## src/rtl/pause_seq_pkg.sv

```systemverilog
// Package: shared state encoding for the pause request sequencer.
// Assumes: all users import it; the encoding carries no external meaning.
package pause_seq_pkg;
    typedef enum logic [1:0] {
        ST_IDLE   = 2'd0,
        ST_GLOBAL = 2'd1,
        ST_CLASS  = 2'd2,
        ST_DONE   = 2'd3
    } seq_state_t;
endpackage

```

## src/rtl/pause_seq_timer.sv

```systemverilog
// Module: per-step watchdog counter. It counts the cycles spent in one wait
// step and flags expiry on the 2^CNT_W-th cycle of that step.
// Assumes: clear_i is high whenever the step changes or no step is waiting.
module pause_seq_timer #(
    parameter int CNT_W = 16
) (
    input  logic clk,
    input  logic rst_n,
    input  logic clear_i,
    output logic expired_o
);
    logic [CNT_W-1:0] cnt_q;

    assign expired_o = &cnt_q;

    // Count up during a step; stop at the all-ones value; restart on clear.
    always_ff @(posedge clk) begin
        if (!rst_n || clear_i) begin
            cnt_q <= '0;
        end else if (!expired_o) begin
            cnt_q <= cnt_q + 1'b1;
        end
    end

    p_count_step_r6: assert property (@(posedge clk) disable iff (!rst_n)
        (!clear_i && !expired_o) |=> (cnt_q == $past(cnt_q) + 1'b1));
endmodule

```

## src/rtl/pause_seq_drive.sv

```systemverilog
// Module: decodes the sequencer state and current class index into the
// pause-enable and pause-request vectors. Bit NUM_CLASS is the global
// pause; bits NUM_CLASS-1..0 are the priority classes.
// Assumes: idx_i is meaningful only in ST_CLASS.
module pause_seq_drive
    import pause_seq_pkg::*;
#(
    parameter int NUM_CLASS = 8,
    localparam int VEC_W = NUM_CLASS + 1,
    localparam int IDX_W = (NUM_CLASS > 1) ? $clog2(NUM_CLASS) : 1
) (
    input  seq_state_t       state_i,
    input  logic [IDX_W-1:0] idx_i,
    output logic [VEC_W-1:0] en_o,
    output logic [VEC_W-1:0] req_o
);
    logic in_global;
    logic in_class;

    assign in_global = (state_i == ST_GLOBAL);
    assign in_class  = (state_i == ST_CLASS);

    // Global pause bit: enabled and requested only in the first phase.
    assign en_o[NUM_CLASS]  = in_global;
    assign req_o[NUM_CLASS] = in_global;

    // One enable and one request per priority class.
    for (genvar g = 0; g < NUM_CLASS; g++) begin : g_class
        assign en_o[g]  = in_class;
        assign req_o[g] = in_class && (idx_i == IDX_W'(g));
    end
endmodule

```

## src/rtl/pause_seq_ctrl.sv

```systemverilog
// Module: top of the pause sequencer. It requests a global pause, waits for
// the sent status, then walks the priority classes from the highest to the
// lowest, waiting for each class's valid bit. On completion it clears all
// vectors and strobes done. A per-step watchdog ends a stalled run with an
// error flag. Loss of alignment aborts to idle.
// Assumes: status inputs are synchronous to clk.
module pause_seq_ctrl
    import pause_seq_pkg::*;
#(
    parameter int NUM_CLASS = 8,
    parameter int TMO_W     = 16,
    localparam int VEC_W = NUM_CLASS + 1,
    localparam int IDX_W = (NUM_CLASS > 1) ? $clog2(NUM_CLASS) : 1
) (
    input  logic             clk,
    input  logic             rst_n,
    input  logic             start_i,
    input  logic             link_lost_i,
    input  logic             pause_sent_i,
    input  logic [VEC_W-1:0] pause_valid_i,
    output logic [VEC_W-1:0] pause_en_o,
    output logic [VEC_W-1:0] pause_req_o,
    output logic             busy_o,
    output logic             done_o,
    output logic             timeout_err_o
);
    seq_state_t       state_q, state_d;
    logic [IDX_W-1:0] idx_q, idx_d;
    logic             err_q, err_d;
    logic             waiting;
    logic             advance;
    logic             expired;
    logic             accept;

    assign waiting = (state_q == ST_GLOBAL) || (state_q == ST_CLASS);
    assign accept  = (state_q == ST_IDLE) && start_i && !link_lost_i;

    // Next-state choice: abort first, then acknowledgement, then timeout.
    always_comb begin
        state_d = state_q;
        idx_d   = idx_q;
        err_d   = err_q;
        if (link_lost_i) begin
            state_d = ST_IDLE;
        end else begin
            case (state_q)
                ST_IDLE: begin
                    if (start_i) begin
                        state_d = ST_GLOBAL;
                        err_d   = 1'b0;
                    end
                end
                ST_GLOBAL: begin
                    if (pause_sent_i) begin
                        state_d = ST_CLASS;
                        idx_d   = IDX_W'(NUM_CLASS - 1);
                    end else if (expired) begin
                        state_d = ST_DONE;
                        err_d   = 1'b1;
                    end
                end
                ST_CLASS: begin
                    if (pause_valid_i[idx_q]) begin
                        if (idx_q == '0) begin
                            state_d = ST_DONE;
                        end else begin
                            idx_d = idx_q - 1'b1;
                        end
                    end else if (expired) begin
                        state_d = ST_DONE;
                        err_d   = 1'b1;
                    end
                end
                default: state_d = ST_IDLE;
            endcase
        end
    end

    // A step ends when either the state or the class index moves.
    assign advance = (state_d != state_q) || (idx_d != idx_q);

    // State, class index and sticky error registers.
    always_ff @(posedge clk) begin
        if (!rst_n) begin
            state_q <= ST_IDLE;
            idx_q   <= '0;
            err_q   <= 1'b0;
        end else begin
            state_q <= state_d;
            idx_q   <= idx_d;
            err_q   <= err_d;
        end
    end

    pause_seq_timer #(
        .CNT_W (TMO_W)
    ) u_timer (
        .clk       (clk),
        .rst_n     (rst_n),
        .clear_i   (advance || !waiting),
        .expired_o (expired)
    );

    pause_seq_drive #(
        .NUM_CLASS (NUM_CLASS)
    ) u_drive (
        .state_i (state_q),
        .idx_i   (idx_q),
        .en_o    (pause_en_o),
        .req_o   (pause_req_o)
    );

    assign busy_o        = waiting;
    assign done_o        = (state_q == ST_DONE);
    assign timeout_err_o = err_q;

    p_reset_clear_r1: assert property (@(posedge clk)
        !rst_n |=> (pause_req_o == '0 && !done_o && !timeout_err_o));
    p_start_global_r2: assert property (@(posedge clk) disable iff (!rst_n)
        accept |=> (pause_req_o == (VEC_W'(1) << NUM_CLASS) && !timeout_err_o));
    p_global_hold_r3: assert property (@(posedge clk) disable iff (!rst_n)
        (state_q == ST_GLOBAL && !pause_sent_i && !expired && !link_lost_i)
        |=> $stable(pause_req_o));
    p_req_onehot_r4: assert property (@(posedge clk) disable iff (!rst_n)
        $onehot0(pause_req_o));
    p_class_walk_r4: assert property (@(posedge clk) disable iff (!rst_n)
        (state_q == ST_CLASS && !link_lost_i &&
         (|(pause_req_o[NUM_CLASS-1:1] & pause_valid_i[NUM_CLASS-1:1])))
        |=> (pause_req_o == ($past(pause_req_o) >> 1)));
    p_last_done_r5: assert property (@(posedge clk) disable iff (!rst_n)
        (state_q == ST_CLASS && pause_req_o[0] && pause_valid_i[0] && !link_lost_i)
        |=> (done_o && pause_req_o == '0 && pause_en_o == '0));
    p_done_pulse_r5: assert property (@(posedge clk) disable iff (!rst_n)
        done_o |=> !done_o);
    p_timeout_err_r6: assert property (@(posedge clk) disable iff (!rst_n)
        (waiting && expired && !advance) |-> 1'b0);
    p_abort_clear_r7: assert property (@(posedge clk) disable iff (!rst_n)
        link_lost_i |=> (pause_en_o == '0 && pause_req_o == '0 && !busy_o && !done_o));
    p_busy_nostart_r8: assert property (@(posedge clk) disable iff (!rst_n)
        (busy_o && !link_lost_i && !advance) |=> $stable(pause_req_o));
endmodule

```

## config.mk

```make
export PLATFORM = sky130hd
export DESIGN_NAME = pause_seq_ctrl
export DESIGN_NICKNAME = d
export VERILOG_FILES = /design/src/rtl/pause_seq_pkg.sv /design/src/rtl/pause_seq_timer.sv /design/src/rtl/pause_seq_drive.sv /design/src/rtl/pause_seq_ctrl.sv
export SDC_FILE = /design/constraint.sdc
export NUM_CORES = 1
export LEC_CHECK = 0
export BUFFER_PORTS_ARGS = -buffer_cell sky130_fd_sc_hd__clkbuf_2
export CORE_MARGIN = 2
export CORE_UTILIZATION = 40
export CTS_CLUSTER_SIZE = 40
export DETAILED_ROUTE_END_ITERATION = 7
export PLACE_DENSITY = 0.67
export SLEW_MARGIN = 40
export SYNTH_ARGS = -nofsm -noshare
export SYNTH_HDL_FRONTEND = slang
export SYNTH_SLANG_ARGS = --single-unit
export TNS_END_PERCENT = 30
```

## constraint.sdc

```tcl
create_clock -name clk -period 2.45 [get_ports clk]
set_clock_uncertainty 0.05 [all_clocks]
set_input_delay 0.1225 -clock clk [delete_from_list [all_inputs] [get_ports clk]]
set_output_delay 0.1225 -clock clk [all_outputs]
set_load 0.005 [all_outputs]
```

### Word level (Yosys, flattened, before mapping)

Index checks and enable logic that the tools add are counted.
W data, S select, Z words.

| storage, ports and cells | value |
|---|---|
| latch bits | 0 |
| memories kept | 0 |
| register bits | 22 |
| bits in read-only memories | 0 |
| output and inout bits | 21 |
| memory bits (writable) | 0 |

| cells by class | value |
|---|---|
| magnitude comparators | 1 |
| reduce and logical (&&, ||, !) cells | 19 |
| multiply operators | 0 |
| eq/ne operators | 15 |
| bitwise logic cells | 1 |
| $add $sub $neg | 2 |
| multiplexer cells | 19 |
| divide/modulo/power cells | 0 |
| shift operators | 0 |

Operators by type and width:

| operator | count |
|---|---|
| $add A16 B1 Y16 const B | 1 |
| $reduce_and A16 Y1 | 1 |
| $eq A3 B3 Y1 const B | 4 |
| $mux W2 | 6 |
| $mux W3 | 4 |
| $logic_and A1 B1 Y1 | 8 |
| $eq A3 B2 Y1 const B | 2 |
| $ne A2 B2 Y1 const B | 3 |
| $pmux W2 S3 | 1 |
| $pmux W3 S2 | 1 |
| $lt A3 B5 Y1 const B | 1 |
| $mux W1 | 5 |
| $reduce_and A5 Y1 | 1 |
| $eq A2 B2 Y1 const B | 2 |
| $logic_or A1 B1 Y1 | 4 |
| $bmux W1 S3 | 1 |
| $eq A3 B1 Y1 const B | 1 |
| $logic_not A3 Y1 | 1 |
| $ne A3 B3 Y1 | 1 |
| $pmux W1 S3 | 1 |
| $reduce_bool A3 Y1 | 1 |
| $sub A3 B1 Y3 const B | 1 |
| $eq A2 B1 Y1 const B | 1 |
| $logic_not A1 Y1 | 2 |
| 3 further kinds | 3 |

### Logic depth before layout (Yosys ltp)

Gate-level depths: netlist (run 1).

| depth | value |
|---|---|
| depth in word-level cells | 9 |
| depth in mapped cells | 10 |

### Hierarchy

Synthesis (run 1) repeated with hierarchy kept, for this count alone.

| second synthesis, totals | value |
|---|---|
| cells, all modules | 210 |
| area, all modules | 1702.9 um2 |

Modules (own cells, without submodules):

| module | area an instance (um2) | cells an instance | instances |
|---|---|---|---|
| pause_seq_timer | 800.8 | 90 | 1 |
| pause_seq_ctrl | 742.0 | 95 | 1 |
| pause_seq_drive | 160.2 | 25 | 1 |

### Worst setup path after synthesis (run 1)

No wires, ideal clock.

| timing | value |
|---|---|
| kind | register -> register |
| from | register idx_q[0] |
| to | register u_timer.cnt_q[10] |
| setup slack | 0.329 ns |
| arrival time | 2.006 ns |
| stages on the path, launching flop included | 9 |
| required time | 2.336 ns |
| path through | dfxtp_1 -> buf_6 -> mux2i_1 -> mux4_2 -> mux2_4 -> a32oi_2 -> nand3_2 -> buf_6 -> nor2_1 |

| on the way | value |
|---|---|
| cells in the longest elaborated chain, start to end | 9 |
| elaborated cells on any way between the ends | 18 |
| those cells by class | 1 x add/sub; 2 x eq/ne; 11 x mux; 4 x reduce/logical |

RTL lines:

| element | RTL line | source |
|---|---|---|
| start: declaration | pause_seq_ctrl.sv:28 | `logic [IDX_W-1:0] idx_q, idx_d;` |
| start signal: assignment | pause_seq_ctrl.sv:90 | `idx_q <= idx_d;` |
| $sub A3 B1 Y3 (tied with other cells) | pause_seq_ctrl.sv:67 | `idx_d = idx_q - 1'b1;` |
| $mux W3 (tied with other cells) | pause_seq_ctrl.sv:64 | `if (idx_q == '0) begin` |
| $mux W3 or $mux W2 (tied branches) | pause_seq_ctrl.sv:63 | `if (pause_valid_i[idx_q]) begin` |
| $pmux W3 S2 or $pmux W2 S3 (tied branches) | pause_seq_ctrl.sv:46 | `case (state_q)` |
| $mux W3 or $mux W2 (tied branches) | pause_seq_ctrl.sv:43 | `if (link_lost_i) begin` |
| $ne A3 B3 Y1 or $ne A2 B2 Y1 (tied branches) | pause_seq_ctrl.sv:80 | `assign advance = (state_d != state_q) \|\| (idx_d != idx_q);` |
| $logic_or A1 B1 Y1 (*) | pause_seq_ctrl.sv:80 |  |
| $logic_or A1 B1 Y1 (*) | pause_seq_ctrl.sv:100 | `.clear_i (advance \|\| !waiting),` |
| $logic_or A1 B1 Y1 (*) | pause_seq_timer.sv:18 | `if (!rst_n \|\| clear_i) begin` |
| end signal: assignment | pause_seq_timer.sv:21 | `cnt_q <= cnt_q + 1'b1;` |
| end: declaration | pause_seq_timer.sv:12 | `logic [CNT_W-1:0] cnt_q;` |

Mark *: on every way between the ends. The rest lies on a longest branch, timed or not. The select of a mux whose other input is x is not followed.
A chain may end at the register's enable or synchronous reset.

### Final worst setup path (run 1)

| timing | value |
|---|---|
| from | register idx_q[0] |
| to | register u_timer.cnt_q[4] |

Same word-level chain as after synthesis.

==> results of run 1 <==
[logic make-up after synthesis]
family | count (synthesis) | share of synthesized area, %
AOI/OAI and AO/OA | 40 | 16.1
xor gates and xnor gates | 12 | 6.39
adders and majority gates | 11 | 8.37
buffers and inverters | 25 | 8.98
DFF | 22 | 26.8
muxes | 8 | 5.94
and+or+nand+nor | 87 | 27.4
[state kept, by name, indices dropped and copies added (netlist names)]
register,count
u_timer.cnt_q,16
timeout_err_o,1
state_q,2
idx_q,3
[area by class of cell]
class,count,area [µm²],share of cell area [%]
Sequential cell,22,440,22.4
Clock buffer,3,41.3,2.10
Timing Repair Buffer,50,305,15.5
Inverter,8,30.0,1.53
Clock inverter,1,30.0,1.53
Multi-Input combinational cell,158,1060,53.7
Tap cell,50,62.6,3.18
[power groups by stage]
stage | clock (W) | combinational (W) | sequential (W)
after floorplan | 0 | 0.0000628 | 0.000371
after global placement | 0 | 0.0000986 | 0.000372
after detailed placement | 0 | 0.0000996 | 0.000372
after CTS | 0.000345 | 0.000100 | 0.000364
after global routing | 0.000358 | 0.000111 | 0.000364
final | 0.000341 | 0.000100 | 0.000364
[cells in the mapped netlist (all sizes together) (2+ instances only)]
master	n
nor2	25
dfxtp	22
nand2	17
buf	13
o21ai	12
ha	11
and3	10
a21oi	8
inv	8
nor3	7
xor2	7
mux2i	6
nand3	6
nor2b	6
and4	5
xnor2	5
clkbuf	4
a211oi	3
a31oi	3
nand2b	2
nand4	2
nor4	2
o2111ai	2
o211ai	2
o22ai	2
or4	2
[cells in the final DEF (no fill, tap or decap), types with 2 or more instances in the layout]
master / synthesis / layout
nand4_1: 2 / 2
and4_1: 5 / 5
mux2i_1: 6 / 6
a31oi_1: 3 / 3
o2111ai_1: 2 / 2
o211ai_1: 2 / 2
nand2_1: 17 / 17
dfxtp_1: 22 / 22
a21oi_1: 8 / 8
buf_4: 10 / 16
ha_1: 11 / 11
nor2b_1: 6 / 6
xor2_1: 7 / 7
nor3_1: 7 / 7
o21ai_0: 12 / 12
a211oi_1: 3 / 3
clkbuf_2: 0 / 33
and3_1: 10 / 10
or4_1: 2 / 2
nand2b_1: 2 / 2
xnor2_1: 5 / 5
nor2_1: 24 / 24
o22ai_1: 2 / 2
inv_1: 7 / 7
nand3_1: 5 / 5
nor4_1: 2 / 2
clkbuf_8: 0 / 3
[metal layers]
metal,routed length [µm],up-vias
met5,0,-
met4,37,0
met3,104,4
met2,1610,31
met1,1860,659
li1,-,798
[per-stage QoR]
stage / cell area [µm²] / std cells / hold slack (ns) / worst slack, ns
after floorplan: 1640 / 205 / 0.201 / 0.329
after global placement: 1890 / 288 / 0.404 / 0.202
after detailed placement: 1890 / 288 / 0.416 / 0.162
after CTS: 1970 / 292 / 0.128 / 0.157
after global routing: 1970 / 292 / 0.136 / 0.0174
final: 1970 / 292 / 0.132 / 0.164
[critical path: stages (launching register included)]
cell and delay [ns]:
dfxtp_1 0.50, mux2i_1 0.17, mux4_2 0.54, mux2_4 0.33, a32oi_2 0.18, nand3_2 0.16
buf_4 0.21, nor2_1 0.10
[worst min-delay path by stage]
stage / startpoint / endpoint / slack [ns] / depth (start not counted)
floorplan: rst_n / idx_q[2] / 0.20 / 1
detailed placement: rst_n / idx_q[2] / 0.42 / 2
global placement: rst_n / timeout_err_o / 0.40 / 2
global route: rst_n / timeout_err_o / 0.14 / 2
finish: rst_n / timeout_err_o / 0.13 / 2
CTS: rst_n / timeout_err_o / 0.13 / 2
==> results_dict.tcl, run 1 <==
set metrics [dict create \
    status "completed" \
    setup_viol 0 \
    worst_pin_slew_ns 0.337 \
    dieArea_um2 4640 \
    n_antenna_cell 0 \
    viasPerCell 5.11 \
    synth_top_area_share_pct 26.8 \
    end_kind "flop" \
    clock_sinks 22 \
    first_pass_iters 4 \
    initial_core_util_pct 41.4 \
    yosysSeqAreaShare_pct 26.8 \
    slew_headroom_pct 77.3 \
    gp_congestion 0.853 \
    tns_ns 0 \
    synthesis.nets 230 \
    grt_max_degree 14 \
    post-dp-hpwl_um 2800 \
    cts-resized-gates 0 \
    synth_area_leaders "dfxtp_1, ha_1, nor2_1, buf_4, nand2_1" \
    vias 1492 \
    grt_overflow_total 0 \
    r2r_cells 7 \
    grt_use_met2_pct 26.6 \
    r2r-start "idx_q[0]" \
    clock_latency_ns 0.27 \
    die_width_um 68.1 \
    hold_path_class "primary input to flop" \
    final_util_pct 49.5 \
    pwr-share-comb_pct 12.5 \
    fillCellCount 388 \
    r2r_end "u_timer.cnt_q[4]" \
    avgSynthCellArea_um2 8.02 \
    netlist_area_um2 1640 \
    busiest_layer "met2" \
    grt_util_met1_pct 25.0 \
    wire_per_inst_um 12.4 \
    peakVddDrop_v 0.000197 \
    row_count 23 \
    reg2reg_slack_ns 0.16 \
    holdBufCountCts 0 \
    synthDistinctLibCells 44 \
    cp_max_fo 7 \
    crit_end "u_timer.cnt_q[4]" \
    cts_htree_levels 1 \
    max_freq_mhz 437 \
    min_period_over_period_pct 93.3 \
    power_switching_w 0.000178 \
    critPathRequiredTime_ns 2.60 \
    synth_edf_count 0 \
    wl_um 3620 \
    syn_inst 205 \
    cts_buffers 3 \
    clk_pin_slew_ns 0.09 \
    power_frac_clock_pct 42.3 \
    hold_violations 0 \
    leakagePower_nw 0.807 \
    drv_cap 0 \
    synth_top_cell_by_area "dfxtp_1" \
    async_reset_ff_share_pct 0 \
    post-route-drc-count 0 \
    path_class "flop to flop" \
    cts_tree "built" \
    worstPathArrival_ns 2.44 \
    root_buffer "clkbuf_8" \
    drt-initial-drc-count 120 \
    ys_ff_latch 22 \
    cp-start-kind "flop" \
    antenna_found_initial 0 \
    yosys_warnings 0 \
    grt_first_pass_wirelength_um 6180 \
    sequentialPowerShare_pct 45.2 \
    core_area_um2 3970 \
    nets 268 \
    ys_dominant_reg_cell "dfxtp_1" \
    ant_nets 0 \
    grt_pass1_vias 1348 \
    io_pins 35 \
    drive_gt1_share_pct 25.6 \
    sw_frac_of_total_pct 22.1 \
    crit_path_start "idx_q[0]" \
    grtUsageMet3_pct 0.987 \
    post-cts-setup-buffer-count 0 \
    io_buffers 33 \
    drv_slew 0 \
    clockBufferDepth 2 \
    finalPower_w 0.000805 \
    fp.dieH_um 68.1 \
    period_minus_slack_ns 2.29 \
    power.density_nw_per_um2 409 \
    grt_util_all_layers_pct 16.9 \
    syn2layout_area_growth_pct 19.6 \
    intPower_w 0.000626 \
    rsz0062_at_grt "false" \
]
No activity file was read; power rests on OpenSTA's default activity.
==> run 2: changes to the inputs <==
Settings changed: HOLD_SLACK_MARGIN set to 0.15.
==> results_dict.tcl, run 2 (same netlist as run 1, synthesis figures left out) <==
set metrics [dict create \
    critPathBufInv 1 \
    vias 1496 \
    io_buffers 33 \
    dieArea_um2 4640 \
    io_pins 35 \
    clockBufferDepth 2 \
    hold_end "idx_q[1]" \
    fp.dieH_um 68.1 \
    top_register "u_timer.cnt_q" \
    hold_slack_ns 0.203 \
    clock_latency_ns 0.27 \
    cp_max_fo 7 \
    hp-start "pause_sent_i" \
    worst_pin_slew_ns 0.337 \
    end_kind "flop" \
    crit_path_max_incr_delay_ns 0.54 \
    rsz0062_at_grt "false" \
    viasPerCell 5.11 \
    cts_buffers 3 \
    drt-initial-drc-count 99 \
    cts_tree "built" \
    peakVddDrop_v 0.000197 \
    cts_htree_levels 1 \
    power.density_nw_per_um2 408 \
    grt_util_all_layers_pct 16.9 \
    slowest_stage "mux4_2" \
    row_count 23 \
    worstPathArrival_ns 2.44 \
    grt_overflow_total 0 \
    period_minus_slack_ns 2.29 \
    hold_path_class "primary input to flop" \
    largest_reg_flops 16 \
    post-dp-hpwl_um 2800 \
    initial_core_util_pct 41.4 \
    fillCellCount 387 \
    setup_viol 0 \
    status "completed" \
    r2r_end "u_timer.cnt_q[4]" \
    hold_violations 0 \
    critical_path.top_delay_family "multiplexers" \
    drive_gt1_share_pct 25.5 \
    post-cts-setup-buffer-count 0 \
    layout_common_cells "clkbuf_2, nor2_1, dfxtp_1, nand2_1, buf_4" \
    grt_pass1_vias 1348 \
    cp-start-kind "flop" \
    first_pass_iters 4 \
    die_width_um 68.1 \
    ant_nets 0 \
    r2r_cells 7 \
    post-route-drc-count 0 \
    wl_um 3630 \
    top_regs "u_timer.cnt_q (16), idx_q (3), state_q (2)" \
    drv_cap 0 \
    crit_chain "mux2i_1, mux4_2, mux2_4, a32oi_2, nand3_2, buf_4, nor2_1" \
    antenna_found_initial 0 \
    nets 269 \
    max_freq_mhz 437 \
    clock_sinks 22 \
    drv_slew 0 \
    reg2reg_slack_ns 0.16 \
    slew_headroom_pct 77.3 \
    critPathRequiredTime_ns 2.60 \
    path_class "flop to flop" \
    wire_per_inst_um 12.4 \
    min_period_over_period_pct 93.4 \
    leakagePower_nw 0.812 \
    gp_congestion 0.853 \
    clk_pin_slew_ns 0.08 \
    syn2layout_area_growth_pct 20.2 \
    min_path_cells 3 \
    tns_ns 0 \
    n_antenna_cell 0 \
    grt_first_pass_wirelength_um 6180 \
    core_area_um2 3970 \
    root_buffer "clkbuf_8" \
    r2r-start "idx_q[0]" \
    final_common_cell "clkbuf_2" \
    grt_max_degree 14 \
]
-- run 2: worst register-to-register path: cells and delay by family (launching register included) --
kind                   cells  cell delay, ns
flip-flops                 1            0.50
multiplexers               3            1.04
AND/OR/NAND/NOR            2            0.26
AO/OA/AOI/OAI              1            0.18
buffers and inverters      1            0.21
-- run 2: worst max path at each step --
stage              from                 to  depth (start not counted)
2_1_floorplan  idx_q[0]  u_timer.cnt_q[10]                          8
3_3_place_gp   idx_q[0]   u_timer.cnt_q[6]                          7
3_5_place_dp   idx_q[0]   u_timer.cnt_q[4]                          7
4_1_cts        idx_q[0]   u_timer.cnt_q[4]                          7
5_1_grt        idx_q[0]   u_timer.cnt_q[2]                          7
6_report       idx_q[0]   u_timer.cnt_q[4]                          7
-- run 2: layout make-up --
| type | count | area, µm² | area share (%) |
|---|---|---|---|
| Inverter | 8 | 30.0 | 1.52 |
| Timing Repair Buffer | 51 | 315 | 16.0 |
| Clock buffer | 3 | 41.3 | 2.09 |
| Sequential cell | 22 | 440 | 22.3 |
| Tap cell | 50 | 62.6 | 3.17 |
| Multi-Input combinational cell | 158 | 1060 | 53.5 |
| Clock inverter | 1 | 30.0 | 1.52 |
-- run 2: stage by stage --
stage | instance area [µm²] | setup WS [ns] | cells | total power, W | util [%]
after detailed placement | 1890 | 0.162 | 288 | 0.000472 | 47.7
after floorplan | 1640 | 0.329 | 205 | 0.000434 | -
after global routing | 1980 | 0.0174 | 293 | 0.000834 | 49.7
after global placement | 1890 | 0.202 | 288 | 0.000471 | 47.7
final | 1980 | 0.163 | 293 | 0.000806 | 49.7
after CTS | 1980 | 0.157 | 293 | 0.000810 | 49.7
-- run 2: routing by layer --
layer  part of all wire (%)  track usage [%]
met3                    2.9            0.987
met4                    1.0             4.50
met1                     51             25.0
met5                      0                0
met2                     45             26.6
-- run 2: timing repair --
action                                 CTS  global route
resized for setup                        0             0
hold buffers                             1             0
endpoints found under the hold margin    4             0
-- run 2: where the power goes --
part / internal, W / switching (W) / leakage, nW / total (W)
combinational: 0.0000493 / 0.0000523 / 0.599 / 0.000102
clock: 0.000218 / 0.000122 / 0.0357 / 0.000341
sequential: 0.000360 / 0.00000372 / 0.177 / 0.000364
